--- config.mk ---
export PLATFORM = sky130hd
export DESIGN_NAME = smbh_host
export DESIGN_NICKNAME = d
export VERILOG_FILES = /design/src/rtl/smbh_pkg.sv /design/src/rtl/smbh_seq.sv /design/src/rtl/smbh_flags.sv /design/src/rtl/smbh_regfile.sv /design/src/rtl/smbh_host.sv
export SDC_FILE = /design/constraint.sdc
export NUM_CORES = 1
export LEC_CHECK = 0
export BUFFER_PORTS_ARGS = -buffer_cell sky130_fd_sc_hd__buf_2
export CORE_MARGIN = 5
export CORE_UTILIZATION = 53
export DETAILED_ROUTE_END_ITERATION = 7
export MAX_ROUTING_LAYER = met4
export PLACE_DENSITY = 0.77
export REMOVE_ABC_BUFFERS = 1
export SYNTH_ARGS = -nofsm -noshare
export SYNTH_HDL_FRONTEND = slang
export SYNTH_SLANG_ARGS = --single-unit
--- constraint.sdc ---
create_clock -name clk -period 2 [get_ports clk]
set_input_delay 0.3 -clock clk [delete_from_list [all_inputs] [get_ports clk]]
set_output_delay 0.3 -clock clk [all_outputs]
set_load 0.005 [all_outputs]
--- src/rtl/smbh_pkg.sv ---
package smbh_pkg;
  localparam int BYTE_W = 8;

  // register offsets
  localparam int OFS_STS = 0;
  localparam int OFS_CTL = 2;
  localparam int OFS_CMD = 3;
  localparam int OFS_ADR = 4;
  localparam int OFS_D0  = 5;
  localparam int OFS_D1  = 6;
  localparam int OFS_BLK = 7;
  localparam int OFS_PEC = 8;
  localparam int OFS_AXS = 12;
  localparam int OFS_AXC = 13;

  // control bit positions
  localparam int CB_PEC   = 7;
  localparam int CB_START = 6;
  localparam int CB_KLO   = 2;
  localparam int CB_KILL  = 1;

  // sticky flag indices inside the flag vector
  localparam int NFLAG  = 5;
  localparam int FL_INTR = 0;
  localparam int FL_DEV  = 1;
  localparam int FL_BUS  = 2;
  localparam int FL_FAIL = 3;
  localparam int FL_BYTE = 4;

  typedef enum logic [2:0] {
    K_QUICK  = 3'd0,
    K_BYTE   = 3'd1,
    K_BDATA  = 3'd2,
    K_WORD   = 3'd3,
    K_PCALL  = 3'd4,
    K_BLOCK  = 3'd5,
    K_I2CBLK = 3'd6,
    K_RSVD   = 3'd7
  } kind_e;

  typedef enum logic [1:0] {
    SQ_IDLE  = 2'd0,
    SQ_ISSUE = 2'd1,
    SQ_WAIT  = 2'd2
  } seq_e;
endpackage

--- src/rtl/smbh_seq.sv ---
module smbh_seq
  import smbh_pkg::*;
(
  input  logic       clk,
  input  logic       rst_n,
  input  logic       start_wr,
  input  logic [2:0] start_code,
  input  logic       kill_wr,
  input  logic       eng_done,
  input  logic       eng_nack,
  input  logic       eng_lost,
  output logic       busy,
  output logic       eng_start,
  output logic       eng_abort,
  output logic       ev_ok,
  output logic       ev_nack,
  output logic       ev_lost,
  output logic       ev_kill,
  output logic       ev_bad
);
  seq_e st_q, st_d;
  logic idle, finish;

  assign idle   = (st_q == SQ_IDLE);
  assign busy   = !idle;
  assign finish = (st_q == SQ_WAIT) && eng_done && !kill_wr;

  always_comb begin
    st_d = st_q;
    unique case (st_q)
      SQ_IDLE:  if (start_wr && (kind_e'(start_code) != K_RSVD)) st_d = SQ_ISSUE;
      SQ_ISSUE: st_d = kill_wr ? SQ_IDLE : SQ_WAIT;
      SQ_WAIT:  if (kill_wr || eng_done) st_d = SQ_IDLE;
      default:  st_d = SQ_IDLE;
    endcase
  end

  always_ff @(posedge clk or negedge rst_n) begin
    if (!rst_n) st_q <= SQ_IDLE;
    else        st_q <= st_d;
  end

  assign eng_start = (st_q == SQ_ISSUE);
  assign eng_abort = busy && kill_wr;
  assign ev_kill   = eng_abort;
  assign ev_bad    = idle && start_wr && (kind_e'(start_code) == K_RSVD);
  assign ev_ok     = finish && !eng_nack && !eng_lost;
  assign ev_nack   = finish && eng_nack;
  assign ev_lost   = finish && eng_lost;
endmodule

--- src/rtl/smbh_flags.sv ---
module smbh_flags #(
  parameter int N = 5
) (
  input  logic         clk,
  input  logic         rst_n,
  input  logic         clr_en,
  input  logic [N-1:0] clr_mask,
  input  logic [N-1:0] set_vec,
  output logic [N-1:0] flags
);
  for (genvar i = 0; i < N; i++) begin : g_flag
    logic q, d;
    // a new event wins over a clear written in the same cycle
    always_comb begin
      d = q;
      if (clr_en && clr_mask[i]) d = 1'b0;
      if (set_vec[i])            d = 1'b1;
    end
    always_ff @(posedge clk or negedge rst_n) begin
      if (!rst_n) q <= 1'b0;
      else        q <= d;
    end
    assign flags[i] = q;
  end
endmodule

--- src/rtl/smbh_regfile.sv ---
module smbh_regfile
  import smbh_pkg::*;
#(
  parameter int AW = 4
) (
  input  logic              clk,
  input  logic              rst_n,
  input  logic              wr_en,
  input  logic [AW-1:0]     addr,
  input  logic [BYTE_W-1:0] wr_data,
  input  logic              busy,
  input  logic [BYTE_W-1:0] sts_in,
  input  logic              upd_d0,
  input  logic              upd_d1,
  input  logic [BYTE_W-1:0] rd0,
  input  logic [BYTE_W-1:0] rd1,
  output logic [BYTE_W-1:0] rd_data,
  output kind_e             kind,
  output logic              pec_en,
  output logic [BYTE_W-1:0] adr,
  output logic [BYTE_W-1:0] cmd,
  output logic [BYTE_W-1:0] d0,
  output logic [BYTE_W-1:0] d1,
  output logic [BYTE_W-1:0] blk,
  output logic [1:0]        aux
);
  logic              host_ok;
  logic              we_ctl, we_cmd, we_adr, we_d0, we_d1, we_blk, we_pec, we_axc;
  kind_e             kind_q, kind_d;
  logic              pec_q, pec_d;
  logic [BYTE_W-1:0] adr_q, adr_d, cmd_q, cmd_d, d0_q, d0_d, d1_q, d1_d;
  logic [BYTE_W-1:0] blk_q, blk_d, pecv_q, pecv_d;
  logic [1:0]        aux_q, aux_d;

  assign host_ok = !busy;
  assign we_ctl  = wr_en && host_ok && (addr == AW'(OFS_CTL));
  assign we_cmd  = wr_en && host_ok && (addr == AW'(OFS_CMD));
  assign we_adr  = wr_en && host_ok && (addr == AW'(OFS_ADR));
  assign we_d0   = wr_en && host_ok && (addr == AW'(OFS_D0));
  assign we_d1   = wr_en && host_ok && (addr == AW'(OFS_D1));
  assign we_blk  = wr_en && host_ok && (addr == AW'(OFS_BLK));
  assign we_pec  = wr_en && (addr == AW'(OFS_PEC));
  assign we_axc  = wr_en && (addr == AW'(OFS_AXC));

  always_comb begin
    kind_d = we_ctl ? kind_e'(wr_data[CB_KLO +: 3]) : kind_q;
    pec_d  = we_ctl ? wr_data[CB_PEC] : pec_q;
    cmd_d  = we_cmd ? wr_data : cmd_q;
    adr_d  = we_adr ? wr_data : adr_q;
    blk_d  = we_blk ? wr_data : blk_q;
    pecv_d = we_pec ? wr_data : pecv_q;
    aux_d  = we_axc ? wr_data[1:0] : aux_q;
    d0_d   = d0_q;
    if (upd_d0)     d0_d = rd0;
    else if (we_d0) d0_d = wr_data;
    d1_d   = d1_q;
    if (upd_d1)     d1_d = rd1;
    else if (we_d1) d1_d = wr_data;
  end

  always_ff @(posedge clk or negedge rst_n) begin
    if (!rst_n) begin
      kind_q <= K_QUICK;
      pec_q  <= 1'b0;
      cmd_q  <= '0;
      adr_q  <= '0;
      d0_q   <= '0;
      d1_q   <= '0;
      blk_q  <= '0;
      pecv_q <= '0;
      aux_q  <= '0;
    end else begin
      kind_q <= kind_d;
      pec_q  <= pec_d;
      cmd_q  <= cmd_d;
      adr_q  <= adr_d;
      d0_q   <= d0_d;
      d1_q   <= d1_d;
      blk_q  <= blk_d;
      pecv_q <= pecv_d;
      aux_q  <= aux_d;
    end
  end

  always_comb begin
    rd_data = '0;
    case (addr)
      AW'(OFS_STS): rd_data = sts_in;
      AW'(OFS_CTL): rd_data = {pec_q, 2'b00, kind_q, 2'b00};
      AW'(OFS_CMD): rd_data = cmd_q;
      AW'(OFS_ADR): rd_data = adr_q;
      AW'(OFS_D0):  rd_data = d0_q;
      AW'(OFS_D1):  rd_data = d1_q;
      AW'(OFS_BLK): rd_data = blk_q;
      AW'(OFS_PEC): rd_data = pecv_q;
      AW'(OFS_AXC): rd_data = {6'b0, aux_q};
      default:      rd_data = '0;
    endcase
  end

  assign kind   = kind_q;
  assign pec_en = pec_q;
  assign adr    = adr_q;
  assign cmd    = cmd_q;
  assign d0     = d0_q;
  assign d1     = d1_q;
  assign blk    = blk_q;
  assign aux    = aux_q;
endmodule

--- src/rtl/smbh_host.sv ---
module smbh_host
  import smbh_pkg::*;
#(
  parameter int AW = 4
) (
  input  logic          clk,
  input  logic          rst_n,
  input  logic          reg_wr,
  input  logic [AW-1:0] reg_addr,
  input  logic [7:0]    reg_wdata,
  output logic [7:0]    reg_rdata,
  output logic          eng_start,
  output logic          eng_abort,
  output logic [2:0]    eng_kind,
  output logic [7:0]    eng_addr,
  output logic          eng_rnw,
  output logic [7:0]    eng_cmd,
  output logic [7:0]    eng_wd0,
  output logic [7:0]    eng_wd1,
  output logic [7:0]    eng_wblk,
  output logic          eng_pec,
  output logic          eng_crc_en,
  output logic          eng_buf32,
  input  logic          eng_done,
  input  logic          eng_nack,
  input  logic          eng_lost,
  input  logic          eng_byte,
  input  logic [7:0]    eng_rd0,
  input  logic [7:0]    eng_rd1
);
  logic             start_wr_w, kill_wr_w, sts_wr_w;
  logic             busy_w;
  logic             ev_ok, ev_nack, ev_lost, ev_kill, ev_bad;
  logic [NFLAG-1:0] set_w, clr_w, fl_w;
  logic [7:0]       sts_w;
  kind_e            kind_w;
  logic             pec_w, rnw_w, is_i2c, rd_one, rd_two;
  logic             upd_d0_w, upd_d1_w;
  logic [7:0]       adr_w, cmd_w, d0_w, d1_w, blk_w;
  logic [1:0]       aux_w;

  assign start_wr_w = reg_wr && (reg_addr == AW'(OFS_CTL)) && reg_wdata[CB_START];
  assign kill_wr_w  = reg_wr && (reg_addr == AW'(OFS_CTL)) && reg_wdata[CB_KILL];
  assign sts_wr_w   = reg_wr && (reg_addr == AW'(OFS_STS));

  smbh_seq u_seq (
    .clk        (clk),
    .rst_n      (rst_n),
    .start_wr   (start_wr_w),
    .start_code (reg_wdata[CB_KLO +: 3]),
    .kill_wr    (kill_wr_w),
    .eng_done   (eng_done),
    .eng_nack   (eng_nack),
    .eng_lost   (eng_lost),
    .busy       (busy_w),
    .eng_start  (eng_start),
    .eng_abort  (eng_abort),
    .ev_ok      (ev_ok),
    .ev_nack    (ev_nack),
    .ev_lost    (ev_lost),
    .ev_kill    (ev_kill),
    .ev_bad     (ev_bad)
  );

  always_comb begin
    set_w          = '0;
    set_w[FL_INTR] = ev_ok;
    set_w[FL_DEV]  = ev_nack;
    set_w[FL_BUS]  = ev_lost;
    set_w[FL_FAIL] = ev_kill || ev_bad;
    set_w[FL_BYTE] = eng_byte;
    clr_w          = {reg_wdata[7], reg_wdata[4], reg_wdata[3], reg_wdata[2], reg_wdata[1]};
  end

  smbh_flags #(.N(NFLAG)) u_flags (
    .clk      (clk),
    .rst_n    (rst_n),
    .clr_en   (sts_wr_w),
    .clr_mask (clr_w),
    .set_vec  (set_w),
    .flags    (fl_w)
  );

  assign sts_w = {fl_w[FL_BYTE], 2'b00, fl_w[FL_FAIL], fl_w[FL_BUS],
                  fl_w[FL_DEV], fl_w[FL_INTR], busy_w};

  // which data registers a clean finish loads
  assign rnw_w  = adr_w[0];
  assign is_i2c = (kind_w == K_I2CBLK);
  always_comb begin
    rd_one = 1'b0;
    rd_two = 1'b0;
    unique case (kind_w)
      K_BYTE, K_BDATA, K_BLOCK, K_I2CBLK: rd_one = rnw_w;
      K_WORD:                             begin rd_one = rnw_w; rd_two = rnw_w; end
      K_PCALL:                            begin rd_one = 1'b1;  rd_two = 1'b1;  end
      default:                            ;
    endcase
  end
  assign upd_d0_w = ev_ok && rd_one;
  assign upd_d1_w = ev_ok && rd_two;

  smbh_regfile #(.AW(AW)) u_regs (
    .clk     (clk),
    .rst_n   (rst_n),
    .wr_en   (reg_wr),
    .addr    (reg_addr),
    .wr_data (reg_wdata),
    .busy    (busy_w),
    .sts_in  (sts_w),
    .upd_d0  (upd_d0_w),
    .upd_d1  (upd_d1_w),
    .rd0     (eng_rd0),
    .rd1     (eng_rd1),
    .rd_data (reg_rdata),
    .kind    (kind_w),
    .pec_en  (pec_w),
    .adr     (adr_w),
    .cmd     (cmd_w),
    .d0      (d0_w),
    .d1      (d1_w),
    .blk     (blk_w),
    .aux     (aux_w)
  );

  assign eng_kind   = kind_w;
  assign eng_rnw    = rnw_w;
  assign eng_addr   = is_i2c ? {adr_w[7:1], 1'b0} : adr_w;
  assign eng_cmd    = (is_i2c && rnw_w) ? d1_w : cmd_w;
  assign eng_wd0    = d0_w;
  assign eng_wd1    = d1_w;
  assign eng_wblk   = blk_w;
  assign eng_pec    = pec_w;
  assign eng_crc_en = aux_w[0];
  assign eng_buf32  = aux_w[1];
endmodule

# Yosys cells after proc, flatten, opt, wreduce, memory -nomap -nowiden
# Index checks and enable logic that the tools add are counted.
dict set report op_classes {
  n_eq_ne 20
  mux 23
  reduce_logical 48
}
# operator count
set op_table {}
lappend op_table {{$pmux W8 S9} 1}
lappend op_table {{$mux W8} 5}
lappend op_table {{$logic_and A1 B1 Y1} 31}
lappend op_table {{$eq A4 B3 Y1 const B} 4}
lappend op_table {{$reduce_bool A2 Y1} 7}
lappend op_table {{$eq A3 B3 Y1 const B} 4}
lappend op_table {{$mux W1} 11}
lappend op_table {{$eq A4 B2 Y1 const B} 2}
lappend op_table {{$eq A4 B4 Y1 const B} 2}
lappend op_table {{$eq A3 B2 Y1 const B} 2}
lappend op_table {{$mux W2} 3}
lappend op_table {{$pmux W2 S3} 1}
lappend op_table {{$reduce_or A5 Y1} 1}
lappend op_table {{$logic_not A1 Y1} 4}
lappend op_table {{$logic_not A4 Y1} 1}
lappend op_table {{$ne A2 B2 Y1 const B} 2}
lappend op_table {{$pmux W1 S2} 2}
lappend op_table {{$eq A3 B1 Y1 const B} 1}
lappend op_table {{$ne A3 B3 Y1 const B} 1}
lappend op_table {{$eq A2 B1 Y1 const B} 1}
lappend op_table {{$eq A2 B2 Y1 const B} 1}
lappend op_table {{$logic_not A2 Y1} 1}
lappend op_table {{$logic_or A1 B1 Y1} 2}
lappend op_table {{$reduce_and A2 Y1} 1}
dict set report totals {
  out_inout_bits 57
  wordCells 106
  reg_bits 61
}

# Longest topological paths before layout
# Gate-level depths: netlist (run 1).
dict set report logic_depth {
  depth_word 9
  mapped_depth 6
  ltp_nobuf 4
}

# By module
# Synthesis (run 1) repeated with hierarchy kept, for this count alone.
dict set report hier_totals {
  hier_cells 299
  hier_area_um2 3398.3
}
# mod seq_area_each_um2 cells_per_inst n_inst area_each_um2
set by_module_without_submodules {}
lappend by_module_without_submodules {smbh_regfile 1351.3 237 1 2781.4}
lappend by_module_without_submodules {smbh_host 0.0 26 1 230.2}
lappend by_module_without_submodules {smbh_flags 125.1 20 1 219.0}
lappend by_module_without_submodules {smbh_seq 50.0 16 1 167.7}

# Worst setup path before layout (run 1)
# OpenSTA, ideal clock, no wires.
dict set report synth_path {
  kind {input port to flip-flop}
  startpoint {input reg_addr[3]}
  endpoint {register u_regs.d0_q[0], in the netlist u_regs.d0[0]}
  arrival_time_ns 1.637
  cell_stages 6
  setup_slack_ns 0.238
  n_path_buf 2
  setup_ns 0.125
  t_required_ns 1.875
  path_cell_list {buf_4 -> or3b_4 -> o211ai_2 -> a221o_2 -> buf_6 -> mux2_4}
}
dict set report synth_between {
  elab_chain_cells 9
  word_cells_on_any_way 12
}
# element line
set synth_lines {}
lappend synth_lines {{start, declared} smbh_host.sv:9} ;# input logic [AW-1:0] reg_addr,
lappend synth_lines {{$eq A4 B2 Y1} smbh_host.sv:43} ;# assign kill_wr_w = reg_wr && (reg_addr == AW'(OFS_CTL)) && reg_wdata[CB_KILL];
lappend synth_lines {{$logic_and A1 B1 Y1 (2 in a row)} smbh_host.sv:43}
lappend synth_lines {{$logic_not A1 Y1} smbh_seq.sv:26} ;# assign finish = (st_q == SQ_WAIT) && eng_done && !kill_wr;
lappend synth_lines {{$logic_and A1 B1 Y1} smbh_seq.sv:26}
lappend synth_lines {{$logic_and A1 B1 Y1 (2 in a row)} smbh_seq.sv:47} ;# assign ev_ok = finish && !eng_nack && !eng_lost;
lappend synth_lines {{$logic_and A1 B1 Y1} smbh_host.sv:100} ;# assign upd_d0_w = ev_ok && rd_one;
lappend synth_lines {{$mux W8 / $reduce_bool A2 Y1 (equally long branches)} --}
lappend synth_lines {{end signal, assigned} smbh_regfile.sv:67} ;# d0_q <= '0;
lappend synth_lines {{end signal, assigned} smbh_regfile.sv:77} ;# d0_q <= d0_d;
lappend synth_lines {{end, declared} smbh_regfile.sv:31} ;# logic [BYTE_W-1:0] adr_q, adr_d, cmd_q, cmd_d, d0_q, d0_d, d1_q, d1_d;
# Parallel ways exist; a longest one is shown, timed or not.
# A chain may end at the register's enable or synchronous reset.

# Worst setup path in the final report (run 1)
dict set report layout_path {
  startpoint {register u_regs.kind_q[2], in the netlist u_regs.kind[2]}
  endpoint {output eng_cmd[1]}
}
dict set report layout_between {
  elab_chain_cells 3
}
# element line
set layout_lines {}
lappend layout_lines {{start, declared} smbh_regfile.sv:29} ;# kind_e kind_q, kind_d;
lappend layout_lines {{start signal, assigned} smbh_regfile.sv:73} ;# kind_q <= kind_d;
lappend layout_lines {{$eq A3 B3 Y1} smbh_host.sv:89} ;# assign is_i2c = (kind_w == K_I2CBLK);
lappend layout_lines {{$logic_and A1 B1 Y1} smbh_host.sv:129} ;# assign eng_cmd = (is_i2c && rnw_w) ? d1_w : cmd_w;
lappend layout_lines {{$mux W8} smbh_host.sv:129}
lappend layout_lines {{end, declared} smbh_host.sv:17} ;# output logic [7:0] eng_cmd,
# Every way passes these cells.

==> impl_metrics.py, run 1 <==
metrics = {
    "outcome": {
        "status": "finished, final reports clean",
    },
    "power": {
        "p_sw_frac": 0.2898,
        "combPwrFrac": 0.280,
        "clockPowerShare": 0.281,
        "power_density_nw_per_um2": 913.3,
        "ir_drop_v": 0.0005835,
        "p_int_uw": 2843,
        "power.switching_uw": 1160,
        "p_leak_uw": 0.002121,
        "sequentialPowerShare": 0.439,
        "power_uw": 4003,
    },
    "grt": {
        "grt_use_met3": 0.04583,
        "grt_pass1_wl_um": 15710,
        "grt_pass1_vias": 2972,
        "busiest_layer": "met2",
        "antenna_found_initial": 0,
        "met2_usage": 0.3878,
        "grt_usage": 0.2505,
        "grt_start_max_net_pins": 41,
        "grt-ovfl-total": 0,
        "grt_use_met1": 0.3159,
    },
    "final_layout": {
        "multi_input_area_um2": 1809,
        "seqCellArea_um2": 1529,
        "area_delta_synth_final_pct": 28.08,
        "fillCellCount": 500,
        "layout.cells.non_filler": 477,
        "n_antenna_cell": 0,
        "drive_gt1_frac": 0.5925,
        "final_nets": 432,
    },
    "clock_tree": {
        "cts_tree": "built",
        "cts_root_buf": "clkbuf_8",
        "clkSlewWorstSetupHoldPaths_ns": 0.07,
        "cts_made_buffers": 9,
        "cts_htree_levels": 3,
        "cts.sinks": 61,
        "clockBufferDepth": 2,
        "clock_latency_ns": 0.34,
    },
    "place": {
        "dpl_worst_slack_ns": 0.07175,
        "gp_congestion": 0.9795,
        "dp.cells": 461,
        "dp_hpwl_um": 7305,
        "io_buffer_count": 91,
    },
    "floorplan": {
        "chipWidth_um": 90.36,
        "io_pins": 92,
        "coreArea_um2": 6314,
        "die_area_um2": 8164,
        "dieHeight_um": 90.36,
        "num_rows": 29,
        "start_util": 0.5420,
    },
    "timing": {
        "post-route-min-period_ns": 1.991,
        "setup_ws_ns": 0.008967,
        "tightest_slew_ns": 0.5543,
        "grt_setup_unrepaired": "true",
        "hold_viol": 0,
        "fmax_mhz": 502.3,
        "relSlewSlack": 0.6295,
        "period_share": 0.9955,
        "report.final.setup_viol": 0,
        "finClkSkew_ns": 0.006337,
        "drv_slew": 0,
    },
    "critical_path": {
        "crit_path_end_kind": "output pin",
        "reg2reg_slack_ns": 0.11,
        "reg2reg_from": "u_seq.st_q[0]",
        "crit_required_ns": 1.70,
        "arrival_ns": 1.69,
        "cp_max_fo": 4,
        "startpoint": "u_regs.kind[2]",
        "start_kind": "flip-flop",
        "path_class": "flip-flop to output pin",
    },
    "detailed_routing": {
        "via_per_inst": 6.036,
        "drcViolationCount": 0,
        "post_drt_wl_per_cell_um": 20.87,
        "detail-route-antenna-nets": 0,
        "via_count": 2879,
        "drt-initial-drc-count": 234,
        "drtPass1Iterations": 4,
        "totalWireLength_um": 9953,
    },
    "synthesis": {
        "synth_cells": 278,
        "synth_edf_count": 0,
        "synthArstFlopShare": 1.000,
        "synthTopCellsByCount": "74 x mux2_2, 61 x dfrtp_1, 14 x nand2_1, 8 x mux2_4, 8 x nor2b_1",
        "yosysWarnings": 0,
        "syn_avg_cell_area_um2": 12.31,
        "netlist_area_um2": 3422,
        "synth.area.top_cells": "dfrtp_1 45%, mux2_2 24%, mux2_4 3.5%",
        "ys_seq_area_frac": 0.4461,
        "ys_ff_latch": 61,
        "synth_cell_types": 59,
        "yosys.area.top_type": "dfrtp_1",
        "yosysMostFrequentCell": "mux2_2",
        "synth_top_area_share": 0.4461,
        "synth_top_flop_cell": "dfrtp_1",
    },
    "flow_run": {
        "cap_violations": 0,
    },
    "worst_hold_path": {
        "min_path_type": "primary input to flip-flop",
        "worstHoldStart": "eng_byte",
    },
}
==> registers in the layout, indices dropped and copies added, names as in the netlist <==
| register | count |
|---|---|
| u_regs.pecv_q | 8 |
| u_regs.d0 | 8 |
| u_regs.cmd | 8 |
| u_seq.st_q | 2 |
| u_regs.adr | 8 |
| u_regs.blk | 8 |
| u_regs.d1 | 8 |
| u_regs.aux | 2 |
| u_flags.g_flag.q | 5 |
| u_regs.kind | 3 |
| u_regs.pec_en | 1 |
==> cells by family after synthesis <==
family / synth area share
mux: 0.2991
simple gates: 0.1148
flops: 0.4461
buf+inv: 0.02925
compound gates: 0.1108
==> metrics by stage <==
stage                       util  hold slack (ns)  cell area (µm²)  setup TNS (ns)
after global placement    0.6574           0.3045             4150               0
final                     0.6942           0.1366             4383               0
after detailed placement  0.6574           0.3140             4150               0
after CTS                 0.6930           0.1315             4375               0
after floorplan                -         0.004409             3326               0
after global routing      0.6942           0.1415             4383        -0.01040
==> area by class of cell <==
type | count | area share
sequential | 61 | 0.3488
clock inverter | 1 | 0.006851
clock buffer | 13 | 0.03854
timing repair buffer | 126 | 0.1701
tap | 77 | 0.02198
multi-input combinational | 198 | 0.4128
inverter | 1 | 0.0008564
==> layer usage <==
layer	up-vias	part of all wire	wire length, µm
li1	1291	-	-
met1	1433	0.40	4029
met2	129	0.49	4843
met3	26	0.076	759
met4	0	0.032	320
met5	-	0	0
==> repair_timing <==
item                                    in CTS  in global routing
hold buffers                                 1                  0
endpoints found under the setup margin       9                  6
setup buffers                                1                  0
resized for setup                            3                  3
hold endpoints to repair                    21                  0
==> worst max-delay path, stage by stage (launching register included) <==
cell and delay, ns:
dfrtp_2 0.41, nor2b_2 0.17, nand3_1 0.12, buf_4 0.17, mux2_2 0.35, buf_2 0.13
==> path summary, 6_finish.rpt <==
path,endpoint,depth (start not counted)
worst min register to register,u_flags.g_flag[4].q,1
worst max register to register,u_regs.d0[5],5
worst max-delay path,eng_cmd[1],5
min in group asynchronous,u_regs.d1[7],2
max in group asynchronous,u_regs.kind[1],3
worst min-delay path,u_flags.g_flag[4].q,2
==> power by group through the flow <==
stage / Sequential (µW) / Clock, µW / Combinational (µW)
6_report: 1760 / 1130 / 1120
5_1_grt: 1790 / 1200 / 1210
4_1_cts: 1740 / 1140 / 1130
3_5_place_dp: 1770 / 0 / 1110
3_3_place_gp: 1760 / 0 / 1070
2_1_floorplan: 1730 / 0 / 574
==> layout by cell type (no fill, tap or decap), drive strengths merged, types with 4 or more instances in the layout <==
master	instances
clkbuf	13
nand3	5
a21oi	4
a22oi	5
nand4	4
nand2	15
mux2i	7
mux2	82
nor2b	8
nor2	9
dfrtp	61
a22o	6
buf	125
No activity file was read; power rests on OpenSTA's default activity.
==> inputs of run 2 (changes only) <==
--- a/config.mk
+++ b/config.mk
@@ -11,7 +11,6 @@
 export DETAILED_ROUTE_END_ITERATION = 7
 export MAX_ROUTING_LAYER = met4
 export PLACE_DENSITY = 0.77
-export REMOVE_ABC_BUFFERS = 1
 export SYNTH_ARGS = -nofsm -noshare
 export SYNTH_HDL_FRONTEND = slang
 export SYNTH_SLANG_ARGS = --single-unit
==> run 2 against run 1 <==
Effect of this change: die area unchanged; clock-buffer cell count decreased by 3; final cell count decreased by 1.7%; sequential power about the same; via count decreased by 3.4%; sequential cell count unchanged; wire length about the same; register-to-register slack about the same; combinational power about the same; core utilization decreased by 0.079 points; fmax increased by 1.7%; critical path depth unchanged; largest cell class unchanged.
==> impl_metrics.py, run 2 (synthesis results as in run 1) <==
metrics = {
    "floorplan": {
        "dieHeight_um": 90.36,
        "num_rows": 29,
        "start_util": 0.5420,
        "die_area_um2": 8164,
        "chipWidth_um": 90.36,
        "coreArea_um2": 6314,
        "io_pins": 92,
    },
    "timing": {
        "grt_setup_unrepaired": "true",
        "fmax_mhz": 510.8,
        "hold_ws_ns": 0.1242,
        "drv_slew": 0,
        "post-route-min-period_ns": 1.958,
        "tightest_slew_ns": 0.5330,
        "hold_viol": 0,
        "period_share": 0.9789,
        "report.final.setup_viol": 0,
        "finClkSkew_ns": 0.006171,
        "relSlewSlack": 0.6434,
    },
    "final_layout": {
        "multi_input_area_um2": 1852,
        "n_antenna_cell": 0,
        "fillCellCount": 484,
        "area_delta_synth_final_pct": 27.93,
        "layout_common_cells": "90 x buf_2, 66 x mux2_2, 60 x dfrtp_1",
        "seqCellArea_um2": 1528,
        "final_area_um2": 4378,
        "layout_commonest_cell": "buf_2",
        "drive_gt1_frac": 0.5842,
        "final_nets": 422,
    },
    "clock_tree": {
        "cts_tree": "built",
        "clock_latency_ns": 0.35,
        "cts_root_buf": "clkbuf_8",
        "cts.sinks": 61,
        "cts_htree_levels": 3,
        "clockBufferDepth": 2,
        "clkSlewWorstSetupHoldPaths_ns": 0.07,
        "cts_made_buffers": 9,
    },
    "detailed_routing": {
        "totalWireLength_um": 9944,
        "via_per_inst": 5.928,
        "drcViolationCount": 0,
        "drt-initial-drc-count": 204,
        "drtPass1Iterations": 5,
        "via_count": 2780,
        "detail-route-antenna-nets": 0,
        "post_drt_wl_per_cell_um": 21.20,
    },
    "grt": {
        "grt_pass1_vias": 3033,
        "antenna_found_initial": 0,
        "grt_start_max_net_pins": 39,
        "grt-ovfl-total": 0,
        "grt_usage": 0.2611,
        "grt_pass1_wl_um": 16280,
    },
    "place": {
        "placed_area_um2": 4068,
        "gp_congestion": 0.8784,
        "io_buffer_count": 91,
        "dp_hpwl_um": 7143,
    },
    "synthesis": {
        "syn_nets": 313,
    },
    "power": {
        "power_density_nw_per_um2": 931.3,
        "ir_drop_v": 0.0007693,
        "p_leak_uw": 0.002123,
    },
    "worst_hold_path": {
        "min_path_type": "primary input to flip-flop",
    },
    "critical_path": {
        "crit_path_end_kind": "output pin",
        "crit_required_ns": 1.70,
        "start_kind": "flip-flop",
        "arrival_ns": 1.66,
        "cp_max_fo": 8,
        "path_class": "flip-flop to output pin",
    },
    "outcome": {
        "status": "finished, final reports clean",
    },
    "flow_run": {
        "cap_violations": 0,
    },
}
==> run 2: changes by cell type in the layout (fill, tap and decap cells not counted), moves of 2 or more <==
cell	previous run	this run
buf_4	32	20
mux2_2	74	66
mux2_4	8	16
clkbuf_8	12	10
clkinv_4	0	2
clkinvlp_4	0	2
==> run 2: stage by stage <==
| step | power, µW | utilization | setup WS, ns | std cells | TNS (ns) |
|---|---|---|---|---|---|
| after floorplan | 2334 | - | 0.2377 | 278 | 0 |
| after global placement | 2825 | 0.6443 | 0.06332 | 450 | 0 |
| after detailed placement | 2871 | 0.6443 | 0.03560 | 450 | 0 |
| after CTS | 4070 | 0.6897 | -0.009867 | 469 | -0.02675 |
| after global routing | 4301 | 0.6934 | -0.03314 | 469 | -0.07070 |
| final | 4077 | 0.6934 | 0.04228 | 469 | 0 |
==> run 2: report_power, final <==
group	internal [µW]	switching, µW	total, µW	leakage (µW)
registers	1510	259	1770	0.000751
logic	688	461	1150	0.00127
clock network	617	543	1160	0.0000991
==> run 2: area by class of cell <==
| class | instances | share of cell area |
|---|---|---|
| Multi-Input combinational cell | 198 | 0.4230 |
| Tap cell | 77 | 0.02201 |
| Clock inverter | 6 | 0.01629 |
| Clock buffer | 10 | 0.03144 |
| Inverter | 1 | 0.0008574 |
| Timing Repair Buffer | 116 | 0.1575 |
| Sequential cell | 61 | 0.3490 |
==> run 2: per-layer routing <==
| layer | vias to the layer above | GRT usage | wire [µm] |
|---|---|---|---|
| met4 | 0 | 0.1154 | 229 |
| met2 | 110 | 0.3927 | 4810 |
| met1 | 1384 | 0.3309 | 4250 |
| li1 | 1268 | - | - |
| met3 | 18 | 0.07000 | 654 |
| met5 | - | - | 0 |
==> run 2: worst paths after layout <==
kind | end | slack [ns] | cells after the start | start
max in group asynchronous | u_regs.cmd[1] | 1.11 | 3 | rst_n
min in group asynchronous | u_regs.adr[7] | 0.47 | 3 | rst_n
worst max register to register | u_regs.d0[1] | 0.11 | 5 | u_seq.st_q[1]
worst min register to register | u_flags.g_flag[4].q | 0.48 | 1 | u_flags.g_flag[4].q
worst min-delay path | u_flags.g_flag[4].q | 0.12 | 2 | eng_byte
worst max-delay path | eng_cmd[0] | 0.04 | 5 | u_regs.kind[2]
==> run 2: repair_timing <==
action,in CTS,in global routing
hold endpoints to repair,23,0
hold buffers,1,0
resized for setup,11,7
setup buffers,2,0
pin swaps,2,4
setup endpoints to repair,10,12
==> run 2: critical path: stages (launching register included) <==
cell,delay (ns)
dfrtp_2,0.43
nor2b_4,0.14
nand3_1,0.09
buf_6,0.19
mux2_4,0.32
buf_2,0.13
